<file path="src/rtl/disp_standby_pkg.sv">
package disp_standby_pkg;

   typedef enum logic [1:0] {
      PM_SLEEP   = 2'd0,
      PM_RUN     = 2'd1,
      PM_STANDBY = 2'd2
   } pm_mode_e;

   localparam int unsigned DEFAULT_TIMEOUT = 9 * (2 ** 19);

endpackage

</file>
<file path="src/rtl/dsc_tick_sync.sv">
module dsc_tick_sync #(
   parameter int unsigned STAGES = 2
) (
   input  logic clk,
   input  logic rst_n,
   input  logic async_in,
   output logic rise
);
   logic [STAGES-1:0] chain;
   logic              last_q;

   generate
      for (genvar s = 0; s < STAGES; s++) begin : g_stage
         if (s == 0) begin : g_first
            always_ff @(posedge clk or negedge rst_n) begin
               if (!rst_n) chain[0] <= 1'b0;
               else        chain[0] <= async_in;
            end
         end else begin : g_rest
            always_ff @(posedge clk or negedge rst_n) begin
               if (!rst_n) chain[s] <= 1'b0;
               else        chain[s] <= chain[s-1];
            end
         end
      end
   endgenerate

   always_ff @(posedge clk or negedge rst_n) begin
      if (!rst_n) last_q <= 1'b0;
      else        last_q <= chain[STAGES-1];
   end

   assign rise = chain[STAGES-1] & ~last_q;

   // a held-high line yields one detection pulse only
   a_r10_single_pulse: assert property (@(posedge clk) disable iff (!rst_n)
      rise |=> !rise);

endmodule

</file>
<file path="src/rtl/dsc_timeout_cnt.sv">
module dsc_timeout_cnt #(
   parameter int unsigned LIMIT = 36
) (
   input  logic clk,
   input  logic rst_n,
   input  logic clear,
   input  logic step,
   output logic done
);
   localparam int unsigned W = $clog2(LIMIT + 1);
   localparam logic [W-1:0] LAST = W'(LIMIT - 1);
   localparam logic [W-1:0] TOP  = W'(LIMIT);

   logic [W-1:0] cnt_q;

   always_ff @(posedge clk or negedge rst_n) begin
      if (!rst_n)                      cnt_q <= '0;
      else if (clear)                  cnt_q <= '0;
      else if (step && cnt_q != TOP)   cnt_q <= cnt_q + 1'b1;
   end

   assign done = step && (cnt_q == LAST);

   // a clear leaves the count at zero on the next cycle
   a_r8_clear_zero: assert property (@(posedge clk) disable iff (!rst_n)
      clear |=> (cnt_q == '0));
   // the count moves by at most one per cycle
   a_r10_unit_step: assert property (@(posedge clk) disable iff (!rst_n)
      !clear |=> (cnt_q == $past(cnt_q) || cnt_q == $past(cnt_q) + 1'b1));
   // the count never passes the limit
   a_r5_no_overflow: assert property (@(posedge clk) disable iff (!rst_n)
      cnt_q <= TOP);

endmodule

</file>
<file path="src/rtl/dsc_mode_fsm.sv">
module dsc_mode_fsm
   import disp_standby_pkg::*;
(
   input  logic     clk,
   input  logic     rst_n,
   input  logic     cpu_pwr_on,
   input  logic     done,
   output pm_mode_e mode,
   output logic     disp_pwr
);
   pm_mode_e mode_q, mode_d;

   always_comb begin
      mode_d = mode_q;
      unique case (mode_q)
         PM_SLEEP:   if (cpu_pwr_on) mode_d = PM_RUN;
         PM_RUN:     if (!cpu_pwr_on) mode_d = PM_STANDBY;
         PM_STANDBY: begin
            if (cpu_pwr_on) mode_d = PM_RUN;
            else if (done)  mode_d = PM_SLEEP;
         end
         default:    mode_d = PM_SLEEP;
      endcase
   end

   always_ff @(posedge clk or negedge rst_n) begin
      if (!rst_n) mode_q <= PM_SLEEP;
      else        mode_q <= mode_d;
   end

   assign mode     = mode_q;
   assign disp_pwr = (mode_q != PM_SLEEP);

   // a finished count in STANDBY ends in SLEEP
   a_r5_timeout_sleep: assert property (@(posedge clk) disable iff (!rst_n)
      (mode_q == PM_STANDBY && done && !cpu_pwr_on) |=> (mode_q == PM_SLEEP));
   // CPU power-on always restores display power
   a_r3_wake: assert property (@(posedge clk) disable iff (!rst_n)
      cpu_pwr_on |=> disp_pwr);
   // SLEEP persists without CPU power-on
   a_r9_sleep_hold: assert property (@(posedge clk) disable iff (!rst_n)
      (!disp_pwr && !cpu_pwr_on) |=> !disp_pwr);
   // RUN left with power-on low goes to STANDBY
   a_r4_to_standby: assert property (@(posedge clk) disable iff (!rst_n)
      (mode_q == PM_RUN && !cpu_pwr_on) |=> (mode_q == PM_STANDBY));

endmodule

</file>
<file path="src/rtl/disp_standby_ctrl.sv">
module disp_standby_ctrl
   import disp_standby_pkg::*;
#(
   parameter int unsigned TIMEOUT_TICKS = DEFAULT_TIMEOUT,
   parameter int unsigned SYNC_STAGES   = 2
) (
   input  logic clk,
   input  logic rst_n,
   input  logic cpu_pwr_on,
   input  logic is_master,
   input  logic local_tick,
   input  logic shared_tick_in,
   output logic osc_en,
   output logic shared_tick_out,
   output logic disp_pwr
);
   generate
      if (TIMEOUT_TICKS < 2) begin : g_bad_limit
         $error("TIMEOUT_TICKS must be at least 2");
      end
      if (SYNC_STAGES < 2) begin : g_bad_sync
         $error("SYNC_STAGES must be at least 2");
      end
   endgenerate

   pm_mode_e mode;
   logic     tick_gated;
   logic     count_src;
   logic     tick_rise;
   logic     step;
   logic     clear;
   logic     done;

   assign osc_en          = is_master & disp_pwr & ~cpu_pwr_on;
   assign tick_gated      = osc_en & local_tick;
   assign shared_tick_out = tick_gated;
   assign count_src       = is_master ? tick_gated : shared_tick_in;

   dsc_tick_sync #(.STAGES(SYNC_STAGES)) u_sync (
      .clk      (clk),
      .rst_n    (rst_n),
      .async_in (count_src),
      .rise     (tick_rise)
   );

   assign step  = tick_rise && (mode == PM_STANDBY) && !cpu_pwr_on;
   assign clear = (mode == PM_RUN);

   dsc_timeout_cnt #(.LIMIT(TIMEOUT_TICKS)) u_cnt (
      .clk   (clk),
      .rst_n (rst_n),
      .clear (clear),
      .step  (step),
      .done  (done)
   );

   dsc_mode_fsm u_fsm (
      .clk        (clk),
      .rst_n      (rst_n),
      .cpu_pwr_on (cpu_pwr_on),
      .done       (done),
      .mode       (mode),
      .disp_pwr   (disp_pwr)
   );

   // a slave never drives the shared line
   a_r6_slave_quiet: assert property (@(posedge clk) disable iff (!rst_n)
      !is_master |-> !shared_tick_out);
   // the timebase is off in SLEEP
   a_r2_sleep_osc_off: assert property (@(posedge clk) disable iff (!rst_n)
      !disp_pwr |-> !osc_en);
   // no count steps in RUN
   a_r8_run_no_step: assert property (@(posedge clk) disable iff (!rst_n)
      (mode == PM_RUN) |-> !step);

endmodule

</file>
<file path="config.mk">
export PLATFORM = sky130hd
export DESIGN_NAME = disp_standby_ctrl
export DESIGN_NICKNAME = d
export VERILOG_FILES = /design/src/rtl/disp_standby_pkg.sv /design/src/rtl/dsc_tick_sync.sv /design/src/rtl/dsc_timeout_cnt.sv /design/src/rtl/dsc_mode_fsm.sv /design/src/rtl/disp_standby_ctrl.sv
export SDC_FILE = /design/constraint.sdc
export NUM_CORES = 1
export LEC_CHECK = 0
export ABC_CLOCK_PERIOD_IN_PS = 2470
export CELL_PAD_IN_SITES_DETAIL_PLACEMENT = 0
export CELL_PAD_IN_SITES_GLOBAL_PLACEMENT = 1
export CORE_ASPECT_RATIO = 1.5
export CORE_UTILIZATION = 45
export CTS_CLUSTER_DIAMETER = 100
export CTS_CLUSTER_SIZE = 12
export DETAILED_ROUTE_END_ITERATION = 16
export PLACE_DENSITY_LB_ADDON = 0.1
export SYNTH_ARGS = -nofsm -noshare
export SYNTH_HDL_FRONTEND = slang
export SYNTH_HIERARCHICAL = 1
export SYNTH_SLANG_ARGS = --single-unit
</file>
<file path="constraint.sdc">
create_clock -name clk -period 2.47 [get_ports clk]
set_input_delay 0.3705 -clock clk [delete_from_list [all_inputs] [get_ports clk]]
set_output_delay 0.3705 -clock clk [all_outputs]
set_load 0.1 [all_outputs]
</file>
==> results by group <==
Pwr
  – Net switching power of the design: 205 uW
  – Internal Pwr Total: 640 uW
  – Switching power as a share of total power: 24.3%
  – PD cells: 482 nW/um^2
  – Static power due to leakage: 0.788 nW
  – Sequential share of power: 55.6%
  – Total power: 845 uW
  – Relative contribution of the clock network to total power: 33.5%
  – Combinational share of power: 10.9%
  – Highest ir drop seen on vdd: 0.289 mV

Clocking
  – Number of buffers created by CTS: 3
  – Clock net sink count: 28
  – Clock Tree Buf Depth: 2
  – CTS Root Buffer Type: clkbuf_8
  – Clock transition time at the flip-flop clock pins of the worst setup and hold paths: 0.09 ns
  – Post-CTS setup buffer count: 0
  – Hold-fix buffer count after cts: 0
  – Insertion delay of the later-clocked pin in the worst-skew pair: 0.27 ns
  – Number of H-tree branching levels: 1
  – Count of instances resized after the clock tree is built: 0
  – TritonCTS clock tree: built

Synth
  – EDFF count, synth: 0
  – Gate count of the mapped netlist: 152
  – Cell taking the most area after synthesis: dfrtp_1
  – Xor-xnor portion of the synthesized cell area: 9.86%
  – Mean cell area of the mapped netlist: 9.94 um^2
  – Post-synth cell types: 40
  – Synthesized-area fraction occupied by adder cells: 1.66%
  – Share of cell area taken by muxes after synthesis: 1.41%
  – Share of synthesized cell area in and, or, nand and nor gates: 30.4%
  – Proportion of register bits with asynchronous set or reset after synthesis: 100%
  – Number of flip-flops and latches in the synthesized netlist: 28
  – Cell types with the largest area share after synthesis: dfrtp_1 46%, xor2_1 7.5%, nor2_1 5.5%
  – Sequential cell area fraction in the yosys report: 46.4%
  – Area share of the leading cell type in the synthesized netlist: 46.4%
  – Share of the synthesized area in compound gates (AO/OA/AOI/OAI): 7.79%
  – Total number of yosys warnings: 6
  – Largest family of logic cells by synthesized area: simple AND/OR/NAND/NOR gates
  – Top_reg_cell synth: dfrtp_1
  – Mapped Nets: 160
  – Mapped cell area: 1510 um^2

Detailed routing
  – DRT Pass-1 Iters: 4
  – Number of nets with antenna violations after routing: 0
  – Number of DRC violations after detailed-routing iteration 0: 21
  – Routed met1 length: 1250 um
  – Met3 routed wirelength: 48 um
  – Number of vias after detailed routing: 1134
  – Top Layer Used: met4
  – Wire length per cell after detailed routing: 13.8 um
  – Routed wire length: 2840 um
  – Routed wl met2: 1470 um
  – DR vias/cell: 5.53
  – Residual DRC count: 0

Global route
  – Largest net degree at the start of global routing: 29
  – First-pass GRT wire length: 5040 um
  – Remaining global-route overflow: 0
  – Number of antenna violations at the first check in global routing: 0
  – Via count of the first global-routing pass: 1135
  – Overall Global Routing Usage: 18.3%

Cells and area
  – Area added between synthesis and finish: 16.2%
  – Share of cells above drive strength 1: 14.5%
  – Post-layout nets: 174
  – Most frequent cells in the layout: 28 x dfrtp_1, 21 x nor2_1, 13 x xor2_1
  – Final standard cell area without fillers: 1750 um^2
  – Most common library cell in the layout ignoring fill and taps: dfrtp_1
  – Number of antenna diodes: 0
  – Non-filler cells, final: 205

Place
  – Cell Count Post-Placement: 201
  – Worst slack at placement: 0.423 ns
  – Post-DP HPWL: 2100 um
  – Number of port buffers: 8
  – Final weighted congestion in routability-driven placement: 0.776
  – Cell area after placement: 1700 um^2

Floorplanning
  – Effective utilization at floorplan: 47.3%
  – Vertical extent of the die: 73.0 um
  – Floorplan row count: 25
  – Area of the core: 3190 um^2
  – I/O Pins: 9
  – Die ar.: 3600 um^2
  – Die Wd: 49.3 um

Timing
  – Worst Skew: 0.00239 ns
  – Transition time at the pin with the least slew margin: 0.738 ns
  – RSZ-0062 raised after global routing: no
  – Max Transition Viols Final: 0
  – Final worst slack: 0.462 ns
  – Worst slew margin: 50.3%
  – Share of the clock period used by the worst path after layout: 81.3%
  – Setup violators final: 0
  – Shortest period the worst path allows: 2.01 ns
  – Hold Vio Cnt, Final: 0
  – Fmax: 498 MHz

Setup path
  – Maximum fanout encountered on the critical timing path: 6
  – Arrival time at the worst endpoint: 2.21 ns
  – Required time of the critical path: 2.68 ns
  – Crit path kind: flip-flop to flip-flop
  – Kind of launch point of the worst setup path: flip-flop
  – Kind of capture point of the worst setup path: flip-flop

Job
  – Count of max-cap constraint violations: 0

Status
  – Run status: completed

Worst hold path
  – Class of the most critical hold timing path: flip-flop to flip-flop
-- power by group through the flow --
stage,Clock (mW),Combinational [mW],Sequential [mW]
after floorplan,0,0.0531,0.478
after global placement,0,0.0933,0.479
after detailed placement,0,0.0941,0.479
after CTS,0.293,0.0946,0.470
after global routing,0.305,0.0995,0.471
final,0.283,0.0920,0.470
-- per-layer routing --
| layer | GRT usage (%) | up-vias |
|---|---|---|
| met5 | 0 | - |
| met4 | 8.50 | 0 |
| met3 | 2.50 | 6 |
| met2 | 31.5 | 15 |
| met1 | 22.5 | 554 |
| li1 | - | 559 |
-- area by class of cell --
type / instances / area, um^2
Sequential cell: 28 / 701
Timing Repair Buffer: 13 / 135
Inverter: 6 / 22.5
Multi-Input combinational cell: 114 / 791
Tap cell: 40 / 50.0
Fill cell: 306 / 1440
Clock buffer: 4 / 55.1
-- per-stage QoR --
| step | TNS (ns) | hold WS, ns | util [%] |
|---|---|---|---|
| 6_report | 0 | 0.364 | 55.0 |
| 2_1_floorplan | -0.0261 | 0.0749 | - |
| 3_5_place_dp | 0 | 0.336 | 53.3 |
| 3_3_place_gp | 0 | 0.336 | 53.3 |
| 4_1_cts | 0 | 0.367 | 55.0 |
| 5_1_grt | 0 | 0.371 | 55.0 |
-- critical path, cell delays in order, from the launching register on --
cell and delay (ns):
dfrtp_1 0.42, ha_1 0.21, nand2_1 0.16, nor4_4 0.54, o211ai_4 0.14, or3_1 0.33
a21oi_1 0.14
-- path summary, 6_finish.rpt --
kind	depth (start not counted)	start	end	slack (ns)
max reg2reg	6	u_cnt/cnt_q[1]$_DFFE_PN0P_	u_cnt/cnt_q[14]$_DFFE_PN0P_	0.46
min in group asynchronous	2	rst_n	u_cnt/cnt_q[16]$_DFFE_PN0P_	0.47
max	6	u_cnt/cnt_q[1]$_DFFE_PN0P_	u_cnt/cnt_q[14]$_DFFE_PN0P_	0.46
min reg2reg	0	u_sync/chain[0]$_DFF_PN0_	u_sync/chain[1]$_DFF_PN0_	0.36
min	0	u_sync/chain[0]$_DFF_PN0_	u_sync/chain[1]$_DFF_PN0_	0.36
max in group asynchronous	2	rst_n	u_cnt/cnt_q[6]$_DFFE_PN0P_	1.74
-- sequential cells by signal, indices dropped and copies added (netlist names) --
register / cells
u_sync/last_q: 1
u_cnt/cnt_q: 23
u_fsm/mode: 2
u_sync/chain: 2
-- Yosys cell counts (all sizes together) (4+ instances only) --
cell type / count
nor2: 22
nor2b: 6
clkbuf: 4
nand2: 9
o21ai: 5
inv: 6
nor4: 7
dfrtp: 28
a21oi: 4
xnor2: 4
nand3: 7
nand4: 10
xor2: 13
-- cells by family after synthesis --
group	count (synthesis)
adder cells (fa/ha/maj)	2
multiplexers	2
XOR/XNOR	17
AND/OR/NAND/NOR	78
buffers and inverters	10
flip-flops	28
AO/OA/AOI/OAI	15
Note: power is estimated with default switching activity, not from simulation.
